--- config.mk ---
export PLATFORM = sky130hd
export DESIGN_NAME = port_pin_mux
export DESIGN_NICKNAME = d
export VERILOG_FILES = /design/src/rtl/port_pin_mux_pkg.sv /design/src/rtl/ppm_sync.sv /design/src/rtl/ppm_regs.sv /design/src/rtl/ppm_pin_ctrl.sv /design/src/rtl/port_pin_mux.sv
export SDC_FILE = /design/constraint.sdc
export NUM_CORES = 1
export LEC_CHECK = 0
export BUFFER_PORTS_ARGS = -buffer_cell sky130_fd_sc_hd__buf_4
export CORE_ASPECT_RATIO = 1.5
export CORE_MARGIN = 3
export CORE_UTILIZATION = 39
export DETAILED_ROUTE_END_ITERATION = 10
export HOLD_SLACK_MARGIN = 0.03
export PLACE_DENSITY = 0.74
export SLEW_MARGIN = 10
export SYNTH_ARGS = -nofsm -noshare
export SYNTH_HDL_FRONTEND = slang
export SYNTH_SLANG_ARGS = --single-unit
--- constraint.sdc ---
create_clock -name clk_i -period 1.15 [get_ports clk_i]
set_input_delay 0.2875 -clock clk_i [delete_from_list [all_inputs] [get_ports clk_i]]
set_output_delay 0.2875 -clock clk_i [all_outputs]
set_load 0.1 [all_outputs]
--- src/rtl/port_pin_mux_pkg.sv ---
package port_pin_mux_pkg;
  typedef enum logic [2:0] {
    OWN_GPIO,
    OWN_PWM_OUT,
    OWN_PWM_IN,
    OWN_BUS,
    OWN_UART_TX,
    OWN_UART_RX
  } pin_owner_e;

  localparam logic ADDR_DATA = 1'b0;
  localparam logic ADDR_DIR  = 1'b1;
endpackage

--- src/rtl/ppm_sync.sv ---
module ppm_sync #(
  parameter int W      = 6,
  parameter int STAGES = 2
) (
  input  logic         clk_i,
  input  logic         rst_ni,
  input  logic [W-1:0] d_i,
  output logic [W-1:0] q_o
);
  logic [W-1:0] stage_q [STAGES];

  always_ff @(posedge clk_i or negedge rst_ni) begin
    if (!rst_ni) stage_q[0] <= '0;
    else         stage_q[0] <= d_i;
  end

  for (genvar s = 1; s < STAGES; s++) begin : g_stage
    always_ff @(posedge clk_i or negedge rst_ni) begin
      if (!rst_ni) stage_q[s] <= '0;
      else         stage_q[s] <= stage_q[s-1];
    end

    p_stage_shift_r3: assert property (@(posedge clk_i) disable iff (!rst_ni)
      1'b1 |=> stage_q[s] == $past(stage_q[s-1]));
  end

  assign q_o = stage_q[STAGES-1];
endmodule

--- src/rtl/ppm_regs.sv ---
module ppm_regs
  import port_pin_mux_pkg::*;
#(
  parameter int W  = 6,
  parameter int DW = 8
) (
  input  logic          clk_i,
  input  logic          rst_ni,
  input  logic          we_i,
  input  logic          addr_i,
  input  logic [DW-1:0] wdata_i,
  input  logic [W-1:0]  pin_sync_i,
  output logic [W-1:0]  data_o,
  output logic [W-1:0]  dir_o,
  output logic [DW-1:0] rdata_o
);
  localparam int PAD_W = DW - W;

  logic [W-1:0] data_q, dir_q, port_view;

  always_ff @(posedge clk_i or negedge rst_ni) begin
    if (!rst_ni) begin
      data_q <= '0;
      dir_q  <= '0;
    end else if (we_i) begin
      if (addr_i == ADDR_DATA) data_q <= wdata_i[W-1:0];
      else                     dir_q  <= wdata_i[W-1:0];
    end
  end

  // outputs read back the latch, inputs read the synchronized pad
  assign port_view = (dir_q & data_q) | (~dir_q & pin_sync_i);

  always_comb begin
    if (addr_i == ADDR_DATA) rdata_o = {{PAD_W{1'b0}}, port_view};
    else                     rdata_o = {{PAD_W{1'b0}}, dir_q};
  end

  assign data_o = data_q;
  assign dir_o  = dir_q;

  p_data_write_r10: assert property (@(posedge clk_i) disable iff (!rst_ni)
    (we_i && addr_i == ADDR_DATA) |=> data_q == $past(wdata_i[W-1:0]));

  p_dir_write_r2: assert property (@(posedge clk_i) disable iff (!rst_ni)
    (we_i && addr_i == ADDR_DIR) |=> dir_q == $past(wdata_i[W-1:0]));

  p_regs_hold_r4: assert property (@(posedge clk_i) disable iff (!rst_ni)
    !we_i |=> $stable(data_q) && $stable(dir_q));
endmodule

--- src/rtl/ppm_pin_ctrl.sv ---
module ppm_pin_ctrl
  import port_pin_mux_pkg::*;
#(
  parameter int NUM_PINS = 6,
  parameter int SCL_PIN  = 5,
  parameter int SDA_PIN  = 4,
  parameter int RX_PIN   = 2,
  parameter int TX_PIN   = 0,
  parameter int SHDN_PIN = 5
) (
  input  logic                clk_i,
  input  logic                rst_ni,
  input  logic [NUM_PINS-1:0] pwm_en_i,
  input  logic [NUM_PINS-1:0] pwm_out_i,
  input  logic                pwm_shdn_en_i,
  input  logic                bus_en_i,
  input  logic                bus_scl_low_i,
  input  logic                bus_sda_low_i,
  input  logic                uart_tx_en_i,
  input  logic                uart_tx_i,
  input  logic                uart_rx_en_i,
  input  logic [NUM_PINS-1:0] gpio_data_i,
  input  logic [NUM_PINS-1:0] gpio_dir_i,
  input  logic [NUM_PINS-1:0] pin_sync_i,
  output logic [NUM_PINS-1:0] pad_out_o,
  output logic [NUM_PINS-1:0] pad_oe_o,
  output logic [NUM_PINS-1:0] pad_od_o,
  output logic                pwm_shdn_o,
  output logic                bus_scl_o,
  output logic                bus_sda_o,
  output logic                uart_rx_o
);
  logic [NUM_PINS-1:0] is_pwm_in, is_bus, is_rx;

  for (genvar i = 0; i < NUM_PINS; i++) begin : g_pin
    localparam bit IS_SCL  = (i == SCL_PIN);
    localparam bit IS_SDA  = (i == SDA_PIN);
    localparam bit IS_RX   = (i == RX_PIN);
    localparam bit IS_TX   = (i == TX_PIN);
    localparam bit IS_SHDN = (i == SHDN_PIN);

    pin_owner_e owner;
    logic out_b, oe_b, od_b, bus_low;

    assign bus_low = IS_SCL ? bus_scl_low_i : bus_sda_low_i;

    always_comb begin
      owner = OWN_GPIO;
      if (pwm_en_i[i])
        owner = (IS_SHDN && pwm_shdn_en_i) ? OWN_PWM_IN : OWN_PWM_OUT;
      else if (bus_en_i && (IS_SCL || IS_SDA))
        owner = OWN_BUS;
      else if (uart_rx_en_i && IS_RX)
        owner = OWN_UART_RX;
      else if (uart_tx_en_i && IS_TX)
        owner = OWN_UART_TX;
    end

    always_comb begin
      out_b = 1'b0;
      oe_b  = 1'b0;
      od_b  = 1'b0;
      unique case (owner)
        OWN_PWM_OUT: begin out_b = pwm_out_i[i]; oe_b = 1'b1; end
        OWN_PWM_IN:  ;
        OWN_BUS:     begin od_b = 1'b1; oe_b = bus_low; end
        OWN_UART_TX: begin out_b = uart_tx_i; oe_b = 1'b1; end
        OWN_UART_RX: ;
        default:     begin out_b = gpio_data_i[i]; oe_b = gpio_dir_i[i]; end
      endcase
    end

    assign pad_out_o[i] = out_b;
    assign pad_oe_o[i]  = oe_b;
    assign pad_od_o[i]  = od_b;
    assign is_pwm_in[i] = (owner == OWN_PWM_IN);
    assign is_bus[i]    = (owner == OWN_BUS);
    assign is_rx[i]     = (owner == OWN_UART_RX);

    p_pwm_wins_r5: assert property (@(posedge clk_i) disable iff (!rst_ni)
      (pwm_en_i[i] && !(IS_SHDN && pwm_shdn_en_i)) |->
        (pad_oe_o[i] && !pad_od_o[i] && pad_out_o[i] == pwm_out_i[i]));

    p_od_never_high_r7: assert property (@(posedge clk_i) disable iff (!rst_ni)
      pad_od_o[i] |-> !(pad_oe_o[i] && pad_out_o[i]));
  end

  assign pwm_shdn_o = is_pwm_in[SHDN_PIN] & pin_sync_i[SHDN_PIN];
  assign bus_scl_o  = is_bus[SCL_PIN] ? pin_sync_i[SCL_PIN] : 1'b1;
  assign bus_sda_o  = is_bus[SDA_PIN] ? pin_sync_i[SDA_PIN] : 1'b1;
  assign uart_rx_o  = is_rx[RX_PIN]   ? pin_sync_i[RX_PIN]  : 1'b1;

  p_rx_undriven_r9: assert property (@(posedge clk_i) disable iff (!rst_ni)
    (uart_rx_en_i && !pwm_en_i[RX_PIN]) |-> !pad_oe_o[RX_PIN]);

  p_shdn_undriven_r6: assert property (@(posedge clk_i) disable iff (!rst_ni)
    (pwm_en_i[SHDN_PIN] && pwm_shdn_en_i) |-> !pad_oe_o[SHDN_PIN]);

  p_tx_drives_r8: assert property (@(posedge clk_i) disable iff (!rst_ni)
    (uart_tx_en_i && !pwm_en_i[TX_PIN]) |-> (pad_oe_o[TX_PIN] && pad_out_o[TX_PIN] == uart_tx_i));
endmodule

--- src/rtl/port_pin_mux.sv ---
module port_pin_mux #(
  parameter int NUM_PINS    = 6,
  parameter int REG_W       = 8,
  parameter int SYNC_STAGES = 2
) (
  input  logic                clk_i,
  input  logic                rst_ni,
  input  logic                reg_we_i,
  input  logic                reg_addr_i,
  input  logic [REG_W-1:0]    reg_wdata_i,
  output logic [REG_W-1:0]    reg_rdata_o,
  input  logic [NUM_PINS-1:0] pwm_en_i,
  input  logic [NUM_PINS-1:0] pwm_out_i,
  input  logic                pwm_shdn_en_i,
  output logic                pwm_shdn_o,
  input  logic                bus_en_i,
  input  logic                bus_scl_low_i,
  input  logic                bus_sda_low_i,
  output logic                bus_scl_o,
  output logic                bus_sda_o,
  input  logic                uart_tx_en_i,
  input  logic                uart_tx_i,
  input  logic                uart_rx_en_i,
  output logic                uart_rx_o,
  input  logic [NUM_PINS-1:0] pad_in_i,
  output logic [NUM_PINS-1:0] pad_out_o,
  output logic [NUM_PINS-1:0] pad_oe_o,
  output logic [NUM_PINS-1:0] pad_od_o
);
  logic [NUM_PINS-1:0] pin_sync, gpio_data, gpio_dir;

  ppm_sync #(.W(NUM_PINS), .STAGES(SYNC_STAGES)) u_sync (
    .clk_i  (clk_i),
    .rst_ni (rst_ni),
    .d_i    (pad_in_i),
    .q_o    (pin_sync)
  );

  ppm_regs #(.W(NUM_PINS), .DW(REG_W)) u_regs (
    .clk_i      (clk_i),
    .rst_ni     (rst_ni),
    .we_i       (reg_we_i),
    .addr_i     (reg_addr_i),
    .wdata_i    (reg_wdata_i),
    .pin_sync_i (pin_sync),
    .data_o     (gpio_data),
    .dir_o      (gpio_dir),
    .rdata_o    (reg_rdata_o)
  );

  ppm_pin_ctrl #(.NUM_PINS(NUM_PINS)) u_pin_ctrl (
    .clk_i         (clk_i),
    .rst_ni        (rst_ni),
    .pwm_en_i      (pwm_en_i),
    .pwm_out_i     (pwm_out_i),
    .pwm_shdn_en_i (pwm_shdn_en_i),
    .bus_en_i      (bus_en_i),
    .bus_scl_low_i (bus_scl_low_i),
    .bus_sda_low_i (bus_sda_low_i),
    .uart_tx_en_i  (uart_tx_en_i),
    .uart_tx_i     (uart_tx_i),
    .uart_rx_en_i  (uart_rx_en_i),
    .gpio_data_i   (gpio_data),
    .gpio_dir_i    (gpio_dir),
    .pin_sync_i    (pin_sync),
    .pad_out_o     (pad_out_o),
    .pad_oe_o      (pad_oe_o),
    .pad_od_o      (pad_od_o),
    .pwm_shdn_o    (pwm_shdn_o),
    .bus_scl_o     (bus_scl_o),
    .bus_sda_o     (bus_sda_o),
    .uart_rx_o     (uart_rx_o)
  );

  always @(negedge clk_i) begin
    if (!rst_ni && pwm_en_i == '0 && !bus_en_i && !uart_tx_en_i && !uart_rx_en_i)
      p_reset_hiz_r1: assert (pad_oe_o == '0);
  end
endmodule

; Word-level counts from Yosys, hierarchy flattened
; Index checks and enable logic that the tools add are counted.
[totals]
reg_bits = 24
out_inout_bits = 30
[classes]
n_eq_ne = 30
n_mux = 32
bitwise = 6
n_reduce_logical = 20
[op_table]
columns = op, count
row1 = $pmux W1 S3, 12
row2 = $reduce_or A2 Y1, 12
row3 = $eq A3 B2 Y1 const B, 6
row4 = $eq A3 B3 Y1 const B, 6
row5 = $reduce_or A3 Y1, 6
row6 = $mux W3, 5
row7 = $and A6 B6 Y6, 2
row8 = $eq A1 B3 Y1 const B, 4
row9 = $mux W1, 11
row10 = $eq A3 B1 Y1 const B, 3
row11 = $eq A1 B2 Y1 const B, 4
row12 = $eq A2 B3 Y1 const B, 2
row13 = $mux W2, 3
row14 = $mux W6, 1
row15 = $not A6 Y6, 1
row16 = $or A6 B6 Y6, 1
row17 = $eq A2 B2 Y1 const B, 2
row18 = $reduce_and A2 Y1, 2
row19 = $eq A1 B1 Y1 const B, 2
row20 = $eq A2 B1 Y1 const B, 1
row21 = $and A1 B1 Y1, 1
row22 = $not A1 Y1, 1

; Logic depth before layout (Yosys ltp)
[depth]
word_depth = 5
mapped_depth = 3

; Hierarchy
; Synthesis repeated with hierarchy kept, for this count alone.
[unflattened]
cells_unflattened = 113
area_unflattened_um2 = 1252.5
[modules_own_cells]
columns = mod, instances, cells_each, area_each_um2
row1 = ppm_regs, 1, 49, 576.8
row2 = ppm_sync, 1, 18, 345.3
row3 = ppm_pin_ctrl, 1, 46, 330.3

; Worst setup path after synthesis
; OpenSTA, ideal clock, no wires.
[synth_path]
kind = input to output
start = in reg_addr_i
end = out reg_rdata_o[1]
t_arrival_ps = 2676
setup_slack_ps = -1814
cell_stages = 3
n_path_buf = 1
cell_sequence = clkbuf_1 nand2b_1 o21ai_0
[synth_via]
elab_chain_len = 1
[synth_rtl]
columns = element, line
row1 = start: declaration, port_pin_mux.sv:9  ; input logic reg_addr_i,
row2 = $mux W6, ppm_regs.sv:35  ; if (addr_i == ADDR_DATA) rdata_o = {{PAD_W{1'b0}}, port_view};
row3 = end: declaration, port_pin_mux.sv:11  ; output logic [REG_W-1:0] reg_rdata_o,
; No other way between the ends.

; Worst setup path in the final report
[layout_path]
start = reg u_regs.dir_q[4] (netlist: u_regs.dir_o[4])
end = out pad_oe_o[4]
[layout_via]
elab_chain_len = 1
[layout_rtl]
columns = element, line
row1 = start: declaration, ppm_regs.sv:19  ; logic [W-1:0] data_q, dir_q, port_view;
row2 = start signal: assignment, ppm_regs.sv:27  ; else dir_q <= wdata_i[W-1:0];
row3 = $pmux W1 S3, ppm_pin_ctrl.sv:63  ; unique case (owner)
row4 = end: declaration, port_pin_mux.sv:27  ; output logic [NUM_PINS-1:0] pad_oe_o,
; No other way between the ends.

==> results.md <==
- Clock Tree Buf Depth: 2
- R2R cell count: 2
- Cells after Synth: 106
- Status: finished with violations
- Clock transition at path regs: 0.08 ns
- EDFF count, synth: 0
- Pre-CTS setup slack: -0.2584 ns
- Power Density: 1572 mW/mm²
- Final nets: 198
- Boundary Pins: 67
- Netlist cell types: 20
- CP Launch Type: register
- Initial Util: 0.4115
- Failing checks: setup timing
- Clk Latency, worst-skew pair: 0.27 ns
- Hold Path Class: input port to register
- Drt total wl: 2.861 mm
- Sequential power share: 0.302
- Synth warnings: 0
- Worst R2R End: u_regs.dir_o[2]$_DFFE_PN0P_
- Crit end category: output pin
- Vias in the first global route: 1024
- Synth area leaders: dfrtp_1 (50%), mux2_2 (13%), buf_4 (13%), o21ai_0 (5.4%), nand2b_1 (4.2%)
- Rows: 24
- Most frequent cell after synthesis: dfrtp_1
- TritonCTS Sinks: 24
- TritonRoute pass-1 iters: 2
- Worst reg2reg path startpoint: u_regs.dir_o[2]$_DFFE_PN0P_
- CTS H-tree lvls: 1
- Internal: 2.013 mW
- Total gr overflow: 0
- Post-synth ARST share: 1.000
- Die height: 73.90 µm
- Syn_area_per_cell: 11.31 µm²
- Slew Viols, Final: 0
- FF-to-FF setup slack: 0.24 ns
- Initial antenna violation count: 0
- DP HPWL: 2.194 mm
- Layout area overhead: 78.50%
- Post-synth top cells: dfrtp_1 (24), buf_4 (20), mux2_2 (14)
- Synth Flop Type: dfrtp_1
- RD Place Congestion: 0.6859
- Largest fanout on the critical path: 4
- Clock power frac: 0.215
- Total GRT Usage: 0.1612
- Worst Slack Setup Final: -0.3837 ns
- Diodes inserted: 0
- Fillers: 197
- Largest net degree at the start of global routing: 25
- Hold path start: pad_in_i[5]
- Via density per instance: 4.668
- VDD IR-drop max: 0.001771 V
- Sequential fraction of the synthesis area: 0.5010
- WHS Path Cells: 1
- DR vias: 929
- CP Data Required Time: 0.86 ns
- Combinational share of power: 0.483
- Final setup violation count: 22
- # DRC: 0
- Arrival time worst endpoint: 1.25 ns
- First-pass GRT wire length: 4.429 mm
- Total chip power: 3.363 mW
- #FFs+latches synth: 24
- Endpoints failing hold: 0
- Switch share: 0.4015
- Worst Setup Path Type: register to output pin
- Area leader, netlist: dfrtp_1
- CTS tree: done
- Clk root buf: clkbuf_8
- Routed wire per std cell: 14.38 µm
- Core region area: 0.002913 mm²
- Crit path time final: 1.534 ns
- Num CTS Buffers: 3
- Layout cell share with drive strength beyond 1: 0.7063
- Leak: 1.007 nW
- Syn Std Cell Area: 0.001199 mm²
- Clock Skew: 0.0005580 ns
- Final period util: 1.334
- P_sw: 1.350 mW
- RSZ-0062 raised after global routing: yes
- Setup bufs post-CTS: 0
- Iteration-0 DRC count of the detailed router: 4
- PortBufs: 58
- Die width: 51.27 µm
- Fmax: 652.0 MHz
- Max Cap Viol: 0
- Min-Delay Endpoint: u_sync.stage_q[11]$_DFF_PN0_
- Die Area: 0.003788 mm²
- Top cell type's share of synthesized area: 0.5010
- Antenna-violating nets left: 0
- Fin Hold WS: 0.1210 ns
[flip-flops by register name, summed over array words and instances, names as in the netlist]
register / count
u_regs.data_o: 6
u_sync.q_o: 6
u_regs.dir_o: 6
u_sync.stage_q: 6
[worst max-delay path, stage by stage (launching register included)]
cell	delay, ns
dfrtp_1	0.41
nor2b_1	0.14
a211o_1	0.24
buf_6	0.19
[power by group through the flow]
stage	combinational, mW	sequential, mW	clock [mW]
floorplan	1.11	1.01	0
global placement	1.33	1.01	0
detailed placement	1.35	1.01	0
CTS	1.62	1.01	0.746
global route	1.68	1.03	0.770
finish	1.62	1.02	0.723
[cell type report]
| cell class | count | area [µm²] | share of cell area |
|---|---|---|---|
| well taps | 39 | 48.80 | 0.02281 |
| repair buffers | 67 | 773.2 | 0.3614 |
| clock buffers | 3 | 41.29 | 0.01930 |
| flip-flops and latches | 24 | 604.3 | 0.2825 |
| clock inverters | 1 | 30.03 | 0.01404 |
| multi-input cells | 63 | 634.4 | 0.2965 |
| inverters | 2 | 7.507 | 0.003509 |
[layout by cell type (no fill, tap or decap)]
cell type / Yosys / layout
nand2b_4: 0 / 7
o21ai_4: 0 / 6
a22o_1: 2 / 1
nor2b_4: 0 / 2
nor2b_1: 4 / 2
o21ai_2: 0 / 5
or3_4: 0 / 2
conb_1: 1 / 6
mux2_2: 14 / 12
mux2i_1: 3 / 3
nand2b_1: 8 / 1
a21o_1: 1 / 1
dfrtp_1: 24 / 21
inv_1: 2 / 2
bufinv_16: 0 / 1
o21ai_1: 0 / 2
or2_4: 0 / 2
dlygate4sd3_1: 0 / 1
nor2_1: 3 / 3
buf_4: 20 / 39
a32o_1: 1 / 1
a22o_4: 0 / 1
nand2_1: 2 / 2
dfrtp_2: 0 / 3
clkbuf_8: 0 / 3
a211o_1: 1 / 1
mux2_4: 0 / 2
buf_12: 0 / 19
buf_6: 1 / 8
and3_4: 0 / 1
[routing by layer]
layer,part of all wire,GRT usage
met3,0.043,0.03043
met2,0.62,0.3128
met4,0.013,0.09038
met5,0,0
met1,0.32,0.1543
[kinds of logic (layout without fill, tap and decap cells)]
| logic type | after synthesis | after routing | share of synthesized area |
|---|---|---|---|
| DFF | 24 | 24 | 0.5010 |
| and+or+nand+nor | 22 | 22 | 0.1044 |
| buffers and inverters | 24 | 73 | 0.1440 |
| AOI/OAI and AO/OA | 18 | 18 | 0.09082 |
| muxes | 17 | 17 | 0.1566 |
| other | 1 | 6 | 0.003129 |
[timing repair]
| action | in CTS | in global routing |
|---|---|---|
| hold buffers | 1 | 0 |
| pin swaps | 5 | 4 |
| endpoints found under the hold margin | 24 | 0 |
| gates resized for setup | 84 | 7 |
| endpoints found under the setup margin | 24 | 22 |
[through the flow]
| stage | cell area [µm²] | utilization | setup TNS, ns | instances |
|---|---|---|---|---|
| floorplan | 1390 | - | -1.445 | 111 |
| global placement | 1725 | 0.5924 | -3.004 | 195 |
| detailed placement | 1725 | 0.5924 | -3.649 | 195 |
| CTS | 2121 | 0.7281 | -6.382 | 200 |
| global route | 2140 | 0.7345 | -6.960 | 199 |
| finish | 2140 | 0.7345 | -6.079 | 199 |
[worst max-delay path by stage]
stage                           startpoint        endpoint
2_1_floorplan                   reg_addr_i  reg_rdata_o[1]
3_3_place_gp                    reg_addr_i  reg_rdata_o[3]
3_5_place_dp                    reg_addr_i  reg_rdata_o[5]
4_1_cts        u_regs.dir_o[5]$_DFFE_PN0P_     pad_oe_o[5]
5_1_grt        u_regs.dir_o[4]$_DFFE_PN0P_     pad_oe_o[4]
6_report       u_regs.dir_o[4]$_DFFE_PN0P_     pad_oe_o[4]
No activity file was read; power rests on OpenSTA's default activity.
